===== config.mk =====
export PLATFORM = sky130hd
export DESIGN_NAME = meas_seq
export DESIGN_NICKNAME = d
export VERILOG_FILES = /design/src/rtl/meas_pkg.sv /design/src/rtl/meas_acc.sv /design/src/rtl/meas_fsm.sv /design/src/rtl/meas_bank.sv /design/src/rtl/meas_seq.sv
export SDC_FILE = /design/constraint.sdc
export NUM_CORES = 1
export LEC_CHECK = 0
export ABC_AREA = 0
export BUFFER_PORTS_ARGS = -buffer_cell sky130_fd_sc_hd__buf_4
export CAP_MARGIN = 20
export CORE_MARGIN = 5
export CORE_UTILIZATION = 60
export CTS_CLUSTER_DIAMETER = 40
export DETAILED_ROUTE_END_ITERATION = 10
export GPL_TIMING_DRIVEN = 0
export PLACE_DENSITY = 0.8
export SYNTH_ARGS = -nofsm -noshare
export SYNTH_HDL_FRONTEND = slang
export SYNTH_SLANG_ARGS = --single-unit

===== constraint.sdc =====
create_clock -name clk -period 11.2 [get_ports clk]
set_input_delay 3.36 -clock clk [delete_from_list [all_inputs] [get_ports clk]]
set_output_delay 3.36 -clock clk [all_outputs]
set_load 0.1 [all_outputs]

===== src/rtl/meas_pkg.sv =====
package meas_pkg;

  localparam int NCH    = 3;
  localparam int MAX_SH = 10;
  localparam int CNT_W  = MAX_SH + 1;

  localparam logic [1:0] CH_SHUNT = 2'd0;
  localparam logic [1:0] CH_BUS   = 2'd1;
  localparam logic [1:0] CH_TEMP  = 2'd2;

  typedef struct packed {
    logic [2:0] avg_sel;
    logic [2:0] ts_temp;
    logic [2:0] ts_bus;
    logic [2:0] ts_shunt;
    logic       cont;
    logic [2:0] en;
  } cfg_t;

  localparam int CFG_W = $bits(cfg_t);

  // averaging select -> log2 of the sample count
  function automatic logic [3:0] avg_shift(input logic [2:0] s);
    case (s)
      3'd0:    return 4'd0;
      3'd1:    return 4'd2;
      3'd2:    return 4'd4;
      3'd3:    return 4'd6;
      default: return {1'b0, s} + 4'd3;
    endcase
  endfunction

  function automatic logic [CNT_W-1:0] avg_count(input logic [2:0] s);
    return CNT_W'(1) << avg_shift(s);
  endfunction

  function automatic logic [1:0] first_chan(input logic [2:0] en);
    if (en[0]) return CH_SHUNT;
    if (en[1]) return CH_BUS;
    return CH_TEMP;
  endfunction

  // {valid, channel} of the next enabled channel after ch in this round
  function automatic logic [2:0] next_chan(input logic [2:0] en, input logic [1:0] ch);
    case (ch)
      CH_SHUNT: begin
        if (en[1]) return {1'b1, CH_BUS};
        if (en[2]) return {1'b1, CH_TEMP};
        return 3'b000;
      end
      CH_BUS: begin
        if (en[2]) return {1'b1, CH_TEMP};
        return 3'b000;
      end
      default: return 3'b000;
    endcase
  endfunction

endpackage


===== src/rtl/meas_acc.sv =====
module meas_acc #(
  parameter int IN_W      = 20,
  parameter int ACC_W     = 30,
  parameter bit SIGNED_IN = 1'b1
) (
  input  logic             clk,
  input  logic             rst_n,
  input  logic             clr,
  input  logic             add,
  input  logic [IN_W-1:0]  din,
  output logic [ACC_W-1:0] acc
);

  logic [ACC_W-1:0] ext;
  logic [ACC_W-1:0] acc_d;
  logic             acc_en;

  generate
    if (SIGNED_IN) begin : g_sext
      assign ext = {{(ACC_W-IN_W){din[IN_W-1]}}, din};
    end else begin : g_zext
      assign ext = {{(ACC_W-IN_W){1'b0}}, din};
    end
  endgenerate

  always_comb begin
    acc_en = clr | add;
    if (clr) acc_d = add ? ext : '0;
    else     acc_d = acc + ext;
  end

  always_ff @(posedge clk or negedge rst_n) begin
    if (!rst_n)      acc <= '0;
    else if (acc_en) acc <= acc_d;
  end

  // a clear leaves only the sample taken with it
  AST_CLR_RESTARTS: assert property (@(posedge clk) disable iff (!rst_n)
    (clr && !add) |=> (acc == '0));

endmodule


===== src/rtl/meas_fsm.sv =====
module meas_fsm
  import meas_pkg::*;
#(
  parameter int CT_BASE = 2,
  parameter int LEN_W   = 12
) (
  input  logic             clk,
  input  logic             rst_n,
  input  logic             cfg_wr,
  input  cfg_t             cfg_in,
  input  logic             cnv_done,
  output cfg_t             cfg_q,
  output logic             cnv_start,
  output logic [1:0]       cnv_ch,
  output logic [LEN_W-1:0] cnv_len,
  output logic             acc_add,
  output logic             acc_clr,
  output logic             pub,
  output logic             run_wr
);

  logic             busy_q, busy_d;
  logic [1:0]       ch_d;
  logic [CNT_W-1:0] rnd_q, rnd_d;
  logic             start_d;
  logic             pub_q, pub_d;
  logic             shdn_wr;
  logic             take;
  logic             last_rnd;
  logic [2:0]       nxt;
  logic [2:0]       tsel;

  // next-state logic
  always_comb begin
    shdn_wr  = cfg_wr && (cfg_in.en == 3'b000);
    run_wr   = cfg_wr && !shdn_wr;
    take     = busy_q && cnv_done && !cfg_wr;
    nxt      = next_chan(cfg_q.en, cnv_ch);
    last_rnd = ((rnd_q + CNT_W'(1)) == avg_count(cfg_q.avg_sel));

    busy_d  = busy_q;
    ch_d    = cnv_ch;
    rnd_d   = rnd_q;
    start_d = 1'b0;
    pub_d   = 1'b0;

    if (run_wr) begin
      busy_d  = 1'b1;
      ch_d    = first_chan(cfg_in.en);
      rnd_d   = '0;
      start_d = 1'b1;
    end else if (shdn_wr) begin
      busy_d = 1'b0;
    end else if (take) begin
      if (nxt[2]) begin
        ch_d    = nxt[1:0];
        start_d = 1'b1;
      end else if (last_rnd) begin
        pub_d = 1'b1;
        rnd_d = '0;
        ch_d  = first_chan(cfg_q.en);
        if (cfg_q.cont) start_d = 1'b1;
        else            busy_d  = 1'b0;
      end else begin
        rnd_d   = rnd_q + CNT_W'(1);
        ch_d    = first_chan(cfg_q.en);
        start_d = 1'b1;
      end
    end
  end

  // state registers
  always_ff @(posedge clk or negedge rst_n) begin
    if (!rst_n) begin
      cfg_q     <= '0;
      busy_q    <= 1'b0;
      cnv_ch    <= 2'd0;
      rnd_q     <= '0;
      cnv_start <= 1'b0;
      pub_q     <= 1'b0;
    end else begin
      if (cfg_wr) cfg_q <= cfg_in;
      busy_q    <= busy_d;
      cnv_ch    <= ch_d;
      rnd_q     <= rnd_d;
      cnv_start <= start_d;
      pub_q     <= pub_d;
    end
  end

  always_comb begin
    case (cnv_ch)
      CH_SHUNT: tsel = cfg_q.ts_shunt;
      CH_BUS:   tsel = cfg_q.ts_bus;
      default:  tsel = cfg_q.ts_temp;
    endcase
    cnv_len = LEN_W'(CT_BASE) << tsel;
    acc_add = take;
    acc_clr = run_wr | pub_q;
    pub     = pub_q & ~cfg_wr;
  end

  AST_START_ENABLED: assert property (@(posedge clk) disable iff (!rst_n)
    cnv_start |-> cfg_q.en[cnv_ch]);

  AST_SHDN_QUIET: assert property (@(posedge clk) disable iff (!rst_n)
    (cfg_wr && cfg_in.en == 3'b000) |=> !cnv_start);

  AST_IDLE_DONE_IGNORED: assert property (@(posedge clk) disable iff (!rst_n)
    (!busy_q && cnv_done && !cfg_wr) |=> (!cnv_start && !pub_q));

  AST_LEN_HELD: assert property (@(posedge clk) disable iff (!rst_n)
    (busy_q && !cnv_done && !cfg_wr) |=> ($stable(cnv_ch) && $stable(cnv_len)));

endmodule


===== src/rtl/meas_bank.sv =====
module meas_bank
  import meas_pkg::*;
#(
  parameter int SMP_W = 20,
  parameter int TMP_W = 16,
  parameter int ACC_W = 30
) (
  input  logic             clk,
  input  logic             rst_n,
  input  logic             pub,
  input  logic             clr_rdy,
  input  logic             stat_rd,
  input  logic [2:0]       en,
  input  logic [2:0]       avg_sel,
  input  logic [ACC_W-1:0] acc_sh,
  input  logic [ACC_W-1:0] acc_bus,
  input  logic [ACC_W-1:0] acc_tmp,
  output logic [SMP_W-1:0] res_shunt,
  output logic [SMP_W-1:0] res_bus,
  output logic [TMP_W-1:0] res_temp,
  output logic             rdy
);

  logic [3:0]       sh;
  logic [SMP_W-1:0] shunt_d, bus_d;
  logic [TMP_W-1:0] temp_d;
  logic             rdy_d;

  always_comb begin
    sh      = avg_shift(avg_sel);
    shunt_d = SMP_W'($signed(acc_sh)  >>> sh);
    bus_d   = SMP_W'($signed(acc_bus) >>> sh);
    temp_d  = TMP_W'($signed(acc_tmp) >>> sh);
    rdy_d   = rdy;
    if (pub)                     rdy_d = 1'b1;
    else if (stat_rd || clr_rdy) rdy_d = 1'b0;
  end

  always_ff @(posedge clk or negedge rst_n) begin
    if (!rst_n) begin
      res_shunt <= '0;
      res_bus   <= '0;
      res_temp  <= '0;
      rdy       <= 1'b0;
    end else begin
      if (pub && en[0]) res_shunt <= shunt_d;
      if (pub && en[1]) res_bus   <= bus_d;
      if (pub && en[2]) res_temp  <= temp_d;
      rdy <= rdy_d;
    end
  end

  AST_RES_HOLD: assert property (@(posedge clk) disable iff (!rst_n)
    !pub |=> ($stable(res_shunt) && $stable(res_bus) && $stable(res_temp)));

  AST_RDY_SET: assert property (@(posedge clk) disable iff (!rst_n)
    pub |=> rdy);

  AST_RDY_READ_CLR: assert property (@(posedge clk) disable iff (!rst_n)
    (stat_rd && !pub) |=> !rdy);

endmodule


===== src/rtl/meas_seq.sv =====
module meas_seq
  import meas_pkg::*;
#(
  parameter int SMP_W   = 20,
  parameter int TMP_W   = 16,
  parameter int CT_BASE = 2,
  parameter int LEN_W   = 12
) (
  input  logic             clk,
  input  logic             rst_n,
  input  logic             cfg_wr,
  input  logic [15:0]      cfg_data,
  input  logic             stat_rd,
  output logic             cnv_start,
  output logic [1:0]       cnv_ch,
  output logic [LEN_W-1:0] cnv_len,
  input  logic             cnv_done,
  input  logic [SMP_W-1:0] cnv_data,
  output logic [SMP_W-1:0] res_shunt,
  output logic [SMP_W-1:0] res_bus,
  output logic [TMP_W-1:0] res_temp,
  output logic             rdy
);

  localparam int ACC_W = SMP_W + MAX_SH;

  logic [1:0]       rst_pipe;
  logic             rst_i_n;
  cfg_t             cfg_q;
  logic             acc_add, acc_clr, pub, run_wr;
  logic [ACC_W-1:0] acc_v [NCH];

  // asynchronous assert, synchronous release
  always_ff @(posedge clk or negedge rst_n) begin
    if (!rst_n) rst_pipe <= 2'b00;
    else        rst_pipe <= {rst_pipe[0], 1'b1};
  end
  assign rst_i_n = rst_pipe[1];

  meas_fsm #(.CT_BASE(CT_BASE), .LEN_W(LEN_W)) u_fsm (
    .clk       (clk),
    .rst_n     (rst_i_n),
    .cfg_wr    (cfg_wr),
    .cfg_in    (cfg_t'(cfg_data)),
    .cnv_done  (cnv_done),
    .cfg_q     (cfg_q),
    .cnv_start (cnv_start),
    .cnv_ch    (cnv_ch),
    .cnv_len   (cnv_len),
    .acc_add   (acc_add),
    .acc_clr   (acc_clr),
    .pub       (pub),
    .run_wr    (run_wr)
  );

  for (genvar c = 0; c < NCH; c++) begin : g_ch
    localparam int IW = (c == 2) ? TMP_W : SMP_W;
    localparam bit SG = (c != 1);
    logic add_c;
    assign add_c = acc_add && (cnv_ch == 2'(c));
    meas_acc #(.IN_W(IW), .ACC_W(ACC_W), .SIGNED_IN(SG)) u_acc (
      .clk   (clk),
      .rst_n (rst_i_n),
      .clr   (acc_clr),
      .add   (add_c),
      .din   (cnv_data[IW-1:0]),
      .acc   (acc_v[c])
    );
  end

  meas_bank #(.SMP_W(SMP_W), .TMP_W(TMP_W), .ACC_W(ACC_W)) u_bank (
    .clk       (clk),
    .rst_n     (rst_i_n),
    .pub       (pub),
    .clr_rdy   (run_wr),
    .stat_rd   (stat_rd),
    .en        (cfg_q.en),
    .avg_sel   (cfg_q.avg_sel),
    .acc_sh    (acc_v[0]),
    .acc_bus   (acc_v[1]),
    .acc_tmp   (acc_v[2]),
    .res_shunt (res_shunt),
    .res_bus   (res_bus),
    .res_temp  (res_temp),
    .rdy       (rdy)
  );

endmodule


==> results.toml, run 1 <==
[outcome]
status = "complete, no violations"

[clock_tree]
ctsHoldBuffers = 0
htreeDepth = 4
cts.sinks = 181
clk_pin_slew_ns = 0.08
clock_latency_ns = 0.45
cts-root-buf = "clkbuf_16"
cts_resized = 0
cts_max_path_buffers = 2
cts_buffers = 17
tritoncts = "yes"
postCtsSetupRepairBufs = 0

[timing]
min_period_ns = 6.24
tns_ns = 0
slew_violations = 0
rsz0062_at_grt = "false"
setup_viol = 0
fin_skew_ns = 0.0161
tightest_slew_ns = 1.05
finalHoldViolCount = 0
fin_crit_sh = 0.557
slew_headroom = 0.300
fmax_mhz = 160

[route]
drc = 0
dr.pass1.iters = 5
drt_iter0_drc = 1641
wl_per_cell_um = 21.2
wl_um = 48400
via_per_inst = 6.44
via_count = 14700
drtAntennaViolNets = 0

[floorplan]
row_count = 57
dieArea_um2 = 28200
die_h_um = 168
start_util = 0.611
ios = 113
coreArea_um2 = 24500
fp.dieW_um = 168

[placement]
hpwl_um = 38100
portBuffers = 107
place_congestion = 0.971

[logic_synthesis]
yosysTopAreaCellShare = 0.303
yosysUniqueCellTypes = 75
synth-seq-cells = 181
syn_inst = 1810
synth_area_leader_cell = "dfrtp_1"
async_flop_share = 1.00
ys_top_cells_by_area = "dfrtp_1, mux2i_1, ha_1"
ys_seq_area_frac = 0.303
synth_area_um2 = 15000
avgSynthCellArea_um2 = 8.26
synth-edff-count = 0
ys_warn_count = 0
ys.flop_type = "dfrtp_1"

[power]
power_density_nw_per_um2 = 127
switchingPower_w = 0.000866
power_frac_clock = 0.286
sw_frac_of_total = 0.404
p_leak_nw = 7.94
p_seq_frac = 0.345
combPwrFrac = 0.369
internal-power_w = 0.00128
vdd_drop_max_mv = 0.0725

[grt]
antenna_found_initial = 0
grt_max_degree = 73
grt-ovfl-total = 0
grt_pass1_vias = 13800
grt_pass1_wl_um = 76600
grt.total_usage = 0.336

[worst_hold_path]
hold_start = "rst_pipe[0]"
hold-path-cell-count = 0
hold_class = "register to register"
hold_end = "rst_pipe[1]"

[worst_setup_path]
timing.rr.end = "u_fsm.rnd_q[3]"
path_class = "input port to register"
cp-start-kind = "input port"
r2r_start = "u_fsm.cfg_q[13]"
ff2ff_setup_slack_ns = 7.14
worst_ep_required_time_ns = 11.59
cp_common_cell = "a211oi_1"
critPathSlowestCell = "a211oi_1"
crit_chain = "buf_4 > ha_1 > a211oi_1 > nor2_1 > o41ai_2 > a31oi_1 > a21oi_1 > o21ai_1 > a211oi_1 > mux2_2 > nand3_1"
reg2reg_depth = 13
cp_max_fo = 6
critPathMaxStageDelay_ns = 0.56
crit_path_end_kind = "register"
worstPathArrival_ns = 6.62

[final_layout]
n_antenna_cell = 0
n_fill_cell = 2067
final_nets = 2071
final_common_cell = "nand2_1"
drive_gt1_frac = 0.0956
final_util = 0.689
synthToLayoutAreaGrowth_pct = 12.7
mostFrequentLayoutCells = "nand2_1, mux2i_1, dfrtp_1, o21ai_0, nor2_1"

[flow_run]
max_cap_viol_count = 0
## power groups by stage
| stage | combinational [W] | clock [W] | sequential, W |
|---|---|---|---|
| after detailed placement | 0.000772 | 0 | 0.000749 |
| final | 0.000792 | 0.000613 | 0.000738 |
| after CTS | 0.000775 | 0.000616 | 0.000736 |
| after floorplan | 0.000497 | 0 | 0.000811 |
| after global routing | 0.000845 | 0.000641 | 0.000742 |
| after global placement | 0.000748 | 0 | 0.000755 |
## final cells by class
class	instances	area [um^2]	area share
Multi-Input combinational cell	1506	9930	0.590
Sequential cell	181	4530	0.269
Timing Repair Buffer	111	878	0.0522
Clock buffer	21	470	0.0279
Buffer	102	417	0.0247
Tap cell	324	405	0.0241
Clock inverter	11	115	0.00683
Inverter	24	90.1	0.00535
## worst max-delay path by stage
stage	start	end	cells past startpoint
CTS	cnv_data[0]	g_ch[0].u_acc.acc[22]	13
detailed placement	cnv_data[0]	g_ch[0].u_acc.acc[22]	13
finish	cnv_data[8]	g_ch[2].u_acc.acc[29]	11
global route	cnv_data[8]	g_ch[2].u_acc.acc[29]	11
floorplan	u_fsm.cnv_ch[1]	cnv_len[5]	5
global placement	rst_pipe[1]	u_bank.res_temp[12]	0
## sequential cells by signal (all words and copies together) (netlist names), 2 cells and up
| signal | cells |
|---|---|
| u_bank.res_shunt | 20 |
| u_fsm.cfg_q | 16 |
| rst_pipe | 2 |
| u_fsm.rnd_q | 11 |
| u_fsm.cnv_ch | 2 |
| g_ch.u_acc.acc | 90 |
| u_bank.res_temp | 16 |
| u_bank.res_bus | 20 |
## through the flow
| stage | hold WS, ns | instances | power, W | cell area (um^2) | setup slack [ns] |
|---|---|---|---|---|---|
| after detailed placement | 0.336 | 2247 | 0.00152 | 16200 | 4.30 |
| final | 0.349 | 2280 | 0.00214 | 16800 | 4.96 |
| after global placement | 0.336 | 2244 | 0.00150 | 16200 | 3.78 |
| after floorplan | 0.331 | 1813 | 0.00131 | 15000 | 4.00 |
| after global routing | 0.369 | 2280 | 0.00223 | 16800 | 4.70 |
| after CTS | 0.352 | 2279 | 0.00213 | 16800 | 4.75 |
## metal layers
layer | part of all wire | wire length [um] | vias to the layer above | global-route usage
met1 | 0.43 | 20800 | 6958 | 0.479
met4 | 0.039 | 1880 | 0 | 0.128
li1 | - | - | 6859 | -
met5 | 0 | 0 | - | 0
met3 | 0.094 | 4550 | 118 | 0.0544
met2 | 0.44 | 21100 | 752 | 0.516
## synthesized netlist by cell type, drive strengths merged (6+ instances only)
library cell	count
nand2	258
mux2i	199
o21ai	186
dfrtp	181
nor2	144
a21oi	115
ha	84
clkbuf	73
xnor2	42
a211oi	40
nand3	39
a21o	36
nor3	34
xor2	33
a31oi	30
buf	29
inv	24
nor2b	24
and3	19
nand2b	18
a22o	17
o21a	15
and2	13
mux2	13
or3	13
o211ai	11
o31ai	9
nor4	8
o21bai	8
a2111oi	7
nand4	7
nor3b	7
o221ai	7
o311ai	6
## cell families after synthesis
logic type,count (synthesis),share of synthesized area
buffers and inverters,126,0.0339
AO/OA/AOI/OAI,527,0.220
flip-flops,181,0.303
other,2,0.000502
adder cells (fa/ha/maj),87,0.0743
AND/OR/NAND/NOR,600,0.181
multiplexers,212,0.143
XOR/XNOR,75,0.0439
## critical path: cells and delay by family
family	cells	cell delay, ns
simple gates	2	0.22
buf+inv	1	0.16
mux	1	0.40
fa+ha+maj	1	0.36
compound gates	6	2.12
Power figures use the tool's default switching activity.
==> run 2: changes to the inputs <==
--- a/config.mk
+++ b/config.mk
@@ -9,11 +9,11 @@
 export BUFFER_PORTS_ARGS = -buffer_cell sky130_fd_sc_hd__buf_4
 export CAP_MARGIN = 20
 export CORE_MARGIN = 5
-export CORE_UTILIZATION = 60
+export CORE_UTILIZATION = 56
 export CTS_CLUSTER_DIAMETER = 40
 export DETAILED_ROUTE_END_ITERATION = 10
 export GPL_TIMING_DRIVEN = 0
-export PLACE_DENSITY = 0.8
+export PLACE_DENSITY = 0.78
 export SYNTH_ARGS = -nofsm -noshare
 export SYNTH_HDL_FRONTEND = slang
 export SYNTH_SLANG_ARGS = --single-unit
==> constraint.sdc (replaced) <==
create_clock -name clk -period 5.2 [get_ports clk]
set_input_delay 1.56 -clock clk [delete_from_list [all_inputs] [get_ports clk]]
set_output_delay 1.56 -clock clk [all_outputs]
set_load 0.1 [all_outputs]
==> results.toml, run 2 (synthesis results as in run 1) <==
[outcome]
status = "complete, no violations"

[route]
dr.pass1.iters = 8
drt_iter0_drc = 1296
wl_um = 48200
drtAntennaViolNets = 0
drc = 0
wl_per_cell_um = 21.0
via_count = 14600
via_per_inst = 6.36

[timing]
min_period_ns = 4.38
finalHoldViolCount = 0
fin_crit_sh = 0.842
tns_ns = 0
slew_violations = 0
fin_skew_ns = 0.0164
fmax_mhz = 228
slew_headroom = 0.242
rsz0062_at_grt = "false"
tightest_slew_ns = 1.14
setup_viol = 0

[final_layout]
final_area_um2 = 16900
multiInputGateArea_um2 = 9940
n_antenna_cell = 0
final_util = 0.643
largest_reg_flops = 90
top_register = "g_ch.u_acc.acc"
final_nets = 2071
final-seq-area_um2 = 4530
drive_gt1_frac = 0.0976
reg_top3 = "g_ch.u_acc.acc: 90 flops, u_bank.res_bus: 20 flops, u_bank.res_shunt: 20 flops"
final_common_cell = "nand2_1"
synthToLayoutAreaGrowth_pct = 12.7
n_fill_cell = 2297
mostFrequentLayoutCells = "nand2_1, mux2i_1, dfrtp_1, o21ai_0, nor2_1"

[clock_tree]
clk_pin_slew_ns = 0.08
clock_latency_ns = 0.45
postCtsSetupRepairBufs = 0
cts_max_path_buffers = 2
htreeDepth = 4
cts.sinks = 181
cts-root-buf = "clkbuf_16"
tritoncts = "yes"
cts_resized = 0
cts_buffers = 17
ctsHoldBuffers = 0

[power]
vdd_drop_max_mv = 0.222
p_leak_nw = 7.92
power_density_nw_per_um2 = 274

[placement]
place_congestion = 1.04
portBuffers = 107
placement.cell_area_um2 = 16300
hpwl_um = 38300

[worst_setup_path]
cp-start-kind = "input port"
path_class = "input port to register"
crit_path_end_kind = "register"
worst_ep_required_time_ns = 5.57
worstPathArrival_ns = 4.75
cp_max_fo = 6

[grt]
grt_pass1_wl_um = 76600
grt_max_degree = 69
grt-ovfl-total = 0
grt_pass1_vias = 13900
grt.total_usage = 0.313
antenna_found_initial = 0

[floorplan]
coreArea_um2 = 26200
dieArea_um2 = 30100
fp.dieW_um = 173
ios = 113
die_h_um = 173
start_util = 0.570
row_count = 59

[flow_run]
max_cap_viol_count = 0

[worst_hold_path]
hold_class = "register to register"
-- run 2: metal layers --
| metal | share of wire | routed length, um | GRT usage |
|---|---|---|---|
| met5 | 0 | 0 | 0 |
| met4 | 0.042 | 2030 | 0.130 |
| met3 | 0.094 | 4520 | 0.0515 |
| met2 | 0.43 | 20800 | 0.476 |
| met1 | 0.43 | 20900 | 0.446 |
-- run 2: through the flow --
stage | hold WS (ns) | cells | power [W] | setup slack, ns
4_1_cts | 0.359 | 2291 | 0.00458 | 0.824
2_1_floorplan | 0.331 | 1813 | 0.00282 | 0.482
3_5_place_dp | 0.341 | 2259 | 0.00328 | 0.385
5_1_grt | 0.371 | 2291 | 0.00480 | 0.407
3_3_place_gp | 0.337 | 2255 | 0.00324 | 0.373
6_report | 0.355 | 2291 | 0.00462 | 0.821
-- run 2: layout make-up --
type | count | share of cell area
inverter | 24 | 0.00535
timing repair buffer | 111 | 0.0518
buffer | 102 | 0.0247
sequential | 181 | 0.269
clock inverter | 14 | 0.00824
tap | 335 | 0.0249
clock buffer | 18 | 0.0261
multi-input combinational | 1506 | 0.590
-- run 2: power by group --
part	internal [W]	switching [W]	leakage, nW
Clock	0.000688	0.000631	0.287
Sequential	0.00148	0.000108	2.46
Combinational	0.000559	0.00115	5.17
Total	0.00273	0.00189	7.92
-- run 2: worst paths after layout --
path                                       from                     to  slack [ns]  cells past startpoint
worst max-delay path                cnv_data[0]  g_ch[0].u_acc.acc[22]        0.82                     13
worst min-delay path                rst_pipe[0]            rst_pipe[1]        0.36                      0
worst max register to register  u_fsm.cfg_q[13]     u_bank.res_temp[3]        1.04                     13
worst min register to register      rst_pipe[0]            rst_pipe[1]        0.36                      0
max in group asynchronous           rst_pipe[1]    u_bank.res_shunt[6]        3.70                      2
min in group asynchronous           rst_pipe[1]         u_fsm.cfg_q[7]        0.38                      0
-- run 2: worst max-delay path, cell delays in order --
cell and delay, ns:
buf_4 0.13, ha_1 0.22, inv_1 0.07, fa_1 0.41
nor2b_1 0.17, o211ai_1 0.16, a2111oi_0 0.71, o31ai_1 0.25
a2111oi_1 0.51, nor3_1 0.10, nor3_1 0.25, a21oi_1 0.06
o21ai_0 0.15
